===== config.mk =====
export PLATFORM = sky130hd
export DESIGN_NAME = bmx_bank_map
export DESIGN_NICKNAME = d
export VERILOG_FILES = /design/src/rtl/bmx_pkg.sv /design/src/rtl/bmx_rst_ctl.sv /design/src/rtl/bmx_map_table.sv /design/src/rtl/bmx_host_if.sv /design/src/rtl/bmx_bank_map.sv
export SDC_FILE = /design/constraint.sdc
export NUM_CORES = 2
export LEC_CHECK = 0
export BUFFER_PORTS_ARGS = -buffer_cell sky130_fd_sc_hd__buf_2
export CAP_MARGIN = 20
export CORE_MARGIN = 2
export CORE_UTILIZATION = 40
export CTS_CLUSTER_DIAMETER = 50
export DETAILED_ROUTE_END_ITERATION = 7
export GPL_TIMING_DRIVEN = 1
export SLEW_MARGIN = 20
export SYNTH_ARGS = -nofsm -noshare
export SYNTH_HDL_FRONTEND = slang
export SYNTH_SLANG_ARGS = --single-unit

===== constraint.sdc =====
create_clock -name clk -period 70.7 [get_ports clk]
set_clock_uncertainty 0.15 [all_clocks]
set_input_delay 3.535 -clock clk [delete_from_list [all_inputs] [get_ports clk]]
set_output_delay 3.535 -clock clk [all_outputs]
set_load 0.05 [all_outputs]

===== src/rtl/bmx_pkg.sv =====
package bmx_pkg;
  // Host register target decoded from the host address
  typedef enum logic [1:0] {
    HS_NONE = 2'd0,
    HS_TBL  = 2'd1,
    HS_RST  = 2'd2
  } hsel_e;
endpackage


===== src/rtl/bmx_rst_ctl.sv =====
module bmx_rst_ctl #(
  parameter int SLV_N = 16
) (
  input  logic             clk,
  input  logic             rst_n,
  input  logic             wr_en,
  input  logic [SLV_N-1:0] wr_bits,
  output logic [SLV_N-1:0] hold_o
);
  logic [SLV_N-1:0] hold_q;
  logic [SLV_N-1:0] hold_d;
  logic             hold_ce;

  always_comb begin
    hold_ce = wr_en;
    hold_d  = wr_bits;
  end

  always_ff @(posedge clk or negedge rst_n) begin
    if (!rst_n)       hold_q <= '1;
    else if (hold_ce) hold_q <= hold_d;
  end

  assign hold_o = hold_q;


  rst_hold_chk: assert property (@(posedge clk) disable iff (!rst_n)
    !wr_en |=> $stable(hold_q));
endmodule


===== src/rtl/bmx_map_table.sv =====
module bmx_map_table #(
  parameter int OWN    = 0,
  parameter int BANK_W = 4,
  parameter int OFS_W  = 8
) (
  input  logic                         clk,
  input  logic                         rst_n,
  input  logic                         hold,
  input  logic                         wr_en,
  input  logic [BANK_W-1:0]            wr_ent,
  input  logic [BANK_W-1:0]            wr_bank,
  input  logic [BANK_W+OFS_W-1:0]      log_addr,
  output logic [BANK_W+OFS_W-1:0]      phys_addr,
  output logic [(1<<BANK_W)*BANK_W-1:0] ent_flat
);
  localparam int ENT_N  = 1 << BANK_W;
  localparam int ADDR_W = BANK_W + OFS_W;
  localparam logic [BANK_W-1:0] OWN_BANK = BANK_W'(OWN);

  logic [BANK_W-1:0] ent_q [ENT_N];
  logic [BANK_W-1:0] ent_d [ENT_N];
  logic              tbl_ce;
  logic [BANK_W-1:0] log_bank;

  // Next state: entry 0 is pinned to the own bank
  always_comb begin
    tbl_ce = wr_en & hold;
    for (int e = 0; e < ENT_N; e++) begin
      if (e == 0)                      ent_d[e] = OWN_BANK;
      else if (wr_ent == BANK_W'(e))   ent_d[e] = wr_bank;
      else                             ent_d[e] = ent_q[e];
    end
  end

  always_ff @(posedge clk or negedge rst_n) begin
    if (!rst_n) begin
      for (int e = 0; e < ENT_N; e++) ent_q[e] <= BANK_W'(OWN + e);
    end else if (tbl_ce) begin
      ent_q <= ent_d;
    end
  end

  // Combinational lookup of the upper address bits
  always_comb begin
    log_bank  = log_addr[ADDR_W-1 -: BANK_W];
    phys_addr = {ent_q[log_bank], log_addr[OFS_W-1:0]};
  end

  for (genvar g = 0; g < ENT_N; g++) begin : g_flat
    assign ent_flat[g*BANK_W +: BANK_W] = ent_q[g];
  end


  locked_tbl_chk: assert property (@(posedge clk) disable iff (!rst_n)
    !hold |=> $stable(ent_flat));
endmodule


===== src/rtl/bmx_host_if.sv =====
module bmx_host_if
  import bmx_pkg::*;
#(
  parameter int SLV_N   = 16,
  parameter int BANK_W  = 4,
  parameter int IDX_W   = 4,
  parameter int HADDR_W = 9,
  parameter int HDATA_W = 16
) (
  input  logic                                clk,
  input  logic                                rst_n,
  input  logic [HADDR_W-1:0]                  host_addr,
  input  logic [HDATA_W-1:0]                  host_wdata,
  input  logic                                host_we,
  input  logic [SLV_N-1:0]                    hold_bits,
  input  logic [SLV_N*(1<<BANK_W)*BANK_W-1:0] tbl_flat,
  output logic [SLV_N-1:0]                    tbl_we,
  output logic [BANK_W-1:0]                   tbl_ent,
  output logic [BANK_W-1:0]                   tbl_bank,
  output logic                                rst_we,
  output logic [SLV_N-1:0]                    rst_wbits,
  output logic [HDATA_W-1:0]                  host_rdata,
  output logic                                host_err
);
  hsel_e              sel;
  logic [IDX_W-1:0]   slv_idx;
  logic               tgt_held;
  logic               own_ok;
  logic               wr_tbl;
  logic               bad_wr;
  logic               good_tbl;
  logic [HDATA_W-1:0] rd_d;
  logic [HDATA_W-1:0] rd_q;
  logic               err_q;

  // Decode
  always_comb begin
    slv_idx  = host_addr[BANK_W +: IDX_W];
    tbl_ent  = host_addr[BANK_W-1:0];
    tbl_bank = host_wdata[BANK_W-1:0];
    if (!host_addr[HADDR_W-1] && (int'(slv_idx) < SLV_N))
      sel = HS_TBL;
    else if (host_addr[HADDR_W-1] && (host_addr[HADDR_W-2:0] == '0))
      sel = HS_RST;
    else
      sel = HS_NONE;
    tgt_held = hold_bits[slv_idx];
    own_ok   = (tbl_ent != '0) || (tbl_bank == BANK_W'(slv_idx));
    wr_tbl   = host_we && (sel == HS_TBL);
    bad_wr   = wr_tbl && (!tgt_held || !own_ok);
    good_tbl = wr_tbl && tgt_held && own_ok && (tbl_ent != '0);
    for (int i = 0; i < SLV_N; i++)
      tbl_we[i] = good_tbl && (slv_idx == IDX_W'(i));
    rst_we    = host_we && (sel == HS_RST);
    rst_wbits = host_wdata[SLV_N-1:0];
  end

  // Read mux
  always_comb begin
    case (sel)
      HS_TBL:  rd_d = HDATA_W'(tbl_flat[{slv_idx, tbl_ent}*BANK_W +: BANK_W]);
      HS_RST:  rd_d = HDATA_W'(hold_bits);
      default: rd_d = '0;
    endcase
  end

  always_ff @(posedge clk or negedge rst_n) begin
    if (!rst_n) rd_q <= '0;
    else        rd_q <= rd_d;
  end

  always_ff @(posedge clk or negedge rst_n) begin
    if (!rst_n)      err_q <= 1'b0;
    else if (bad_wr) err_q <= 1'b1;
  end

  assign host_rdata = rd_q;
  assign host_err   = err_q;


  sticky_err_chk: assert property (@(posedge clk) disable iff (!rst_n)
    err_q |=> err_q);


  err_set_chk: assert property (@(posedge clk) disable iff (!rst_n)
    (host_we && (sel == HS_TBL) && !hold_bits[slv_idx]) |=> err_q);
endmodule


===== src/rtl/bmx_bank_map.sv =====
module bmx_bank_map #(
  parameter int SLV_N   = 16,
  parameter int BANK_W  = 4,
  parameter int OFS_W   = 8,
  parameter int HDATA_W = 16
) (
  input  logic                              clk,
  input  logic                              rst_n,
  input  logic [$clog2(SLV_N)+BANK_W:0]     host_addr,
  input  logic [HDATA_W-1:0]                host_wdata,
  input  logic                              host_we,
  output logic [HDATA_W-1:0]                host_rdata,
  output logic                              host_err,
  output logic [SLV_N-1:0]                  slv_reset,
  input  logic [SLV_N*(BANK_W+OFS_W)-1:0]   slv_addr,
  output logic [SLV_N*(BANK_W+OFS_W)-1:0]   phys_addr
);
  localparam int IDX_W   = $clog2(SLV_N);
  localparam int ADDR_W  = BANK_W + OFS_W;
  localparam int ENT_N   = 1 << BANK_W;
  localparam int HADDR_W = IDX_W + BANK_W + 1;
  localparam int TBL_W   = ENT_N * BANK_W;

  // Asynchronous assert, synchronous release
  logic [1:0] sync_q;
  logic       rst_int_n;

  always_ff @(posedge clk or negedge rst_n) begin
    if (!rst_n) sync_q <= '0;
    else        sync_q <= {sync_q[0], 1'b1};
  end
  assign rst_int_n = sync_q[1];

  logic [SLV_N-1:0]       tbl_we;
  logic [BANK_W-1:0]      tbl_ent;
  logic [BANK_W-1:0]      tbl_bank;
  logic                   rst_we;
  logic [SLV_N-1:0]       rst_wbits;
  logic [SLV_N-1:0]       hold_bits;
  logic [SLV_N*TBL_W-1:0] tbl_flat;

  bmx_host_if #(
    .SLV_N(SLV_N), .BANK_W(BANK_W), .IDX_W(IDX_W),
    .HADDR_W(HADDR_W), .HDATA_W(HDATA_W)
  ) u_host (
    .clk(clk), .rst_n(rst_int_n),
    .host_addr(host_addr), .host_wdata(host_wdata), .host_we(host_we),
    .hold_bits(hold_bits), .tbl_flat(tbl_flat),
    .tbl_we(tbl_we), .tbl_ent(tbl_ent), .tbl_bank(tbl_bank),
    .rst_we(rst_we), .rst_wbits(rst_wbits),
    .host_rdata(host_rdata), .host_err(host_err)
  );

  bmx_rst_ctl #(.SLV_N(SLV_N)) u_rst (
    .clk(clk), .rst_n(rst_int_n),
    .wr_en(rst_we), .wr_bits(rst_wbits), .hold_o(hold_bits)
  );

  assign slv_reset = hold_bits;

  for (genvar s = 0; s < SLV_N; s++) begin : g_slv
    bmx_map_table #(.OWN(s), .BANK_W(BANK_W), .OFS_W(OFS_W)) u_tbl (
      .clk(clk), .rst_n(rst_int_n),
      .hold(hold_bits[s]), .wr_en(tbl_we[s]),
      .wr_ent(tbl_ent), .wr_bank(tbl_bank),
      .log_addr(slv_addr[s*ADDR_W +: ADDR_W]),
      .phys_addr(phys_addr[s*ADDR_W +: ADDR_W]),
      .ent_flat(tbl_flat[s*TBL_W +: TBL_W])
    );


    own_bank_chk: assert property (@(posedge clk) disable iff (!rst_int_n)
      (slv_addr[s*ADDR_W+OFS_W +: BANK_W] == '0)
        |-> (phys_addr[s*ADDR_W+OFS_W +: BANK_W] == BANK_W'(s)));
  end
endmodule


==> impl_metrics.toml <==
[outcome]
status = "completed"

[floorplanning]
fp.dieArea_um2 = 141000
die_h_um = 375
coreArea_um2 = 137000
pin_count = 445
rows = 136
start_util_pct = 40.2
die_w_um = 375

[critical_path]
r2r_cells = 7
crit_arrival_ps = 5480
crit_fanout = 18
cp_slowest_stage_delay_ps = 640
crit_type = "in -> out"
crit_chain = "buf_2 -> mux4_2 -> mux4_2 -> buf_2"
start_kind = "primary input"
critPathSlowestCell = "mux4_2"
path_delay_family = "multiplexers"
cp_data_required_time_ps = 67010
cp_num_buf_inv = 2
reg2reg_to = "g_slv[13].u_tbl.ent_flat[61]"
r2r_setup_slack_ps = 66050
endpoint_kind = "output port"
reg2reg_from = "u_rst.hold_o[6]"

[timing]
setup_slack_ps = 61540
fin_crit_sh_pct = 13.0
rsz0062_at_grt = "false"
max_slew.worst_pin.slew_ps = 1180
max_freq_mhz = 109
fin_crit_ps = 9160
slew_viol_final = 0
setup_violations = 0
hold_viol = 0
final.setup.tns_ps = 0
maxSlewHeadroom_pct = 21.1

[pwr]
p_int_mw = 0.972
combPwrFrac_pct = 6.8
power_frac_seq_pct = 43.7
peakVddDrop_mv = 0.0186
swShare_pct = 25.9
clkPwrFrac_pct = 49.4
p_total_mw = 1.31
p_leak_nw = 25.5
p_per_area_nw_per_um2 = 21.5
switchingPower_mw = 0.340

[job]
maxCapViolCount = 0

[synth]
synth_edf_count = 0
yosys-top-cells-area = "dfstp_2 (24%), dfrtp_1 (23%), mux2_2 (21%)"
ys_async_sr_fraction_pct = 100
ys_seq_area_share_pct = 46.2
yosysWarnings = 0
synth_top_area_share_pct = 23.6
synth.distinct_cells = 60
synth_top_flop_cell = "dfrtp_1"
ys_ff_latch = 995
synth_cells = 3879
synth_area_um2 = 55200
syn_nets = 4099
synth_area_per_cell_um2 = 14.2
yosys-top-cells-count = "mux2_2 (1021), dfrtp_1 (499), dfstp_2 (496)"
synth_top_area_cell = "dfstp_2"
yosysMostFrequentCell = "mux2_2"

[drt]
viasPerCell = 6.27
drt_wl_total_um = 190000
remaining_drc_errors = 0
dr.pass1.iters = 7
vias = 35800
dr.first_iter.drc_count = 2945
wl_per_cell_um = 33.3
ant_nets = 0

[cts]
cts_buffers = 120
clkLatencyLatePin_ps = 770
clock-sinks = 995
htree_levels = 3
ctsHoldBuffers = 0
cts_setup_buffers = 0
cts.path.max_buffers = 3
post_cts_resized = 0
clk_pin_slew_ps = 60
cts-root-buf = "clkbuf_16"
tritoncts = "built"

[global_routing]
grt_max_degree = 171
grt_pass1_wl_um = 275000
antenna_found_initial = 24
grt-ovfl-total = 0
grt_pass1_vias = 36700
grt_usage_pct = 26.8

[place]
port_buffers = 188
gp_congestion = 0.946
placed_area_um2 = 56700
pre_cts_ws_ps = 61530
dp_hpwl_um = 129000

[min_path]
min_path_type = "reg -> async"

[final_layout]
drive_gt1_share_pct = 63.9
nets = 4022
final_area_um2 = 60900
utilization_pct = 44.4
syn2layout_area_growth_pct = 10.4
==> layout by cell type (no fill, tap or decap), types with 17 or more instances in the layout <==
| cell type | netlist | layout |
|---|---|---|
| a221oi_1 | 20 | 20 |
| mux2_1 | 28 | 28 |
| dfstp_2 | 496 | 496 |
| nor2_2 | 36 | 38 |
| clkbuf_1 | 208 | 22 |
| a22oi_1 | 22 | 22 |
| buf_2 | 43 | 181 |
| nand3_1 | 26 | 21 |
| dfrtp_1 | 499 | 498 |
| mux2i_1 | 111 | 111 |
| a22o_1 | 20 | 20 |
| mux2_2 | 1021 | 1021 |
| o21ai_0 | 56 | 56 |
| clkbuf_16 | 0 | 121 |
| mux4_2 | 446 | 446 |
| nor2_1 | 276 | 274 |
| o22ai_1 | 29 | 29 |
| nand2_1 | 91 | 82 |
| a21oi_1 | 65 | 65 |
| clkinvlp_4 | 0 | 17 |
| buf_4 | 167 | 63 |
| nand2b_1 | 18 | 17 |
==> power by group through the flow <==
stage | Sequential, mW | Clock (mW) | Combinational (mW)
after floorplan | 0.589 | 0 | 0.0655
after global placement | 0.583 | 0 | 0.0890
after detailed placement | 0.583 | 0 | 0.0892
after CTS | 0.574 | 0.659 | 0.0894
after global routing | 0.573 | 0.682 | 0.0940
final | 0.574 | 0.648 | 0.0898
==> state kept, by name, indices dropped and copies added, names as in the netlist <==
name	cells
g_slv.u_tbl.ent_flat	960
u_host.host_rdata	16
u_rst.hold_o	16
sync_q	2
u_host.host_err	1
==> how the worst max path moves through the flow <==
| stage | from | end | slack (ps) | depth (start not counted) |
|---|---|---|---|---|
| 2_1_floorplan | sync_q[1] | g_slv[0].u_tbl.ent_flat[10] | 41630 | 0 |
| 3_3_place_gp | slv_addr[44] | phys_addr[46] | 61570 | 4 |
| 3_5_place_dp | slv_addr[44] | phys_addr[46] | 61530 | 4 |
| 4_1_cts | slv_addr[44] | phys_addr[46] | 61520 | 4 |
| 5_1_grt | slv_addr[44] | phys_addr[46] | 61440 | 4 |
| 6_report | slv_addr[44] | phys_addr[46] | 61540 | 4 |
==> cell families (layout without fill, tap and decap cells) <==
| kind of cell | count (synthesis) | count (layout) | synth area share (%) |
|---|---|---|---|
| multiplexers | 1606 | 1606 | 41.6 |
| flip-flops | 995 | 995 | 46.2 |
| XOR/XNOR | 4 | 4 | 0.0635 |
| AND/OR/NAND/NOR | 519 | 519 | 4.20 |
| AO/OA/AOI/OAI | 283 | 283 | 3.43 |
| other | 1 | 7 | 0.00680 |
| buffers and inverters | 471 | 500 | 4.44 |
==> routing by layer <==
metal / wire length, µm / GRT usage [%]
met1: 77200 / 36.0
met2: 86500 / 40.6
met3: 15400 / 5.99
met4: 10700 / 13.8
met5: 183 / 0.240
==> stage by stage <==
step,std cells,hold WS (ps)
after global placement,5474,182
after global routing,5703,223
final,5708,193
after floorplan,3879,181
after detailed placement,5474,192
after CTS,5702,212
==> cell type report <==
type                       instances  area [µm²]
tap                             1794        2240
antenna                            6        15.0
inverter                          15        57.6
fill                           12300       76300
clock inverter                    70         843
multi-input combinational       2413       27300
sequential                       995       25500
timing repair buffer             257        1590
clock buffer                     158        3320
(Power assumes the default switching activity.)
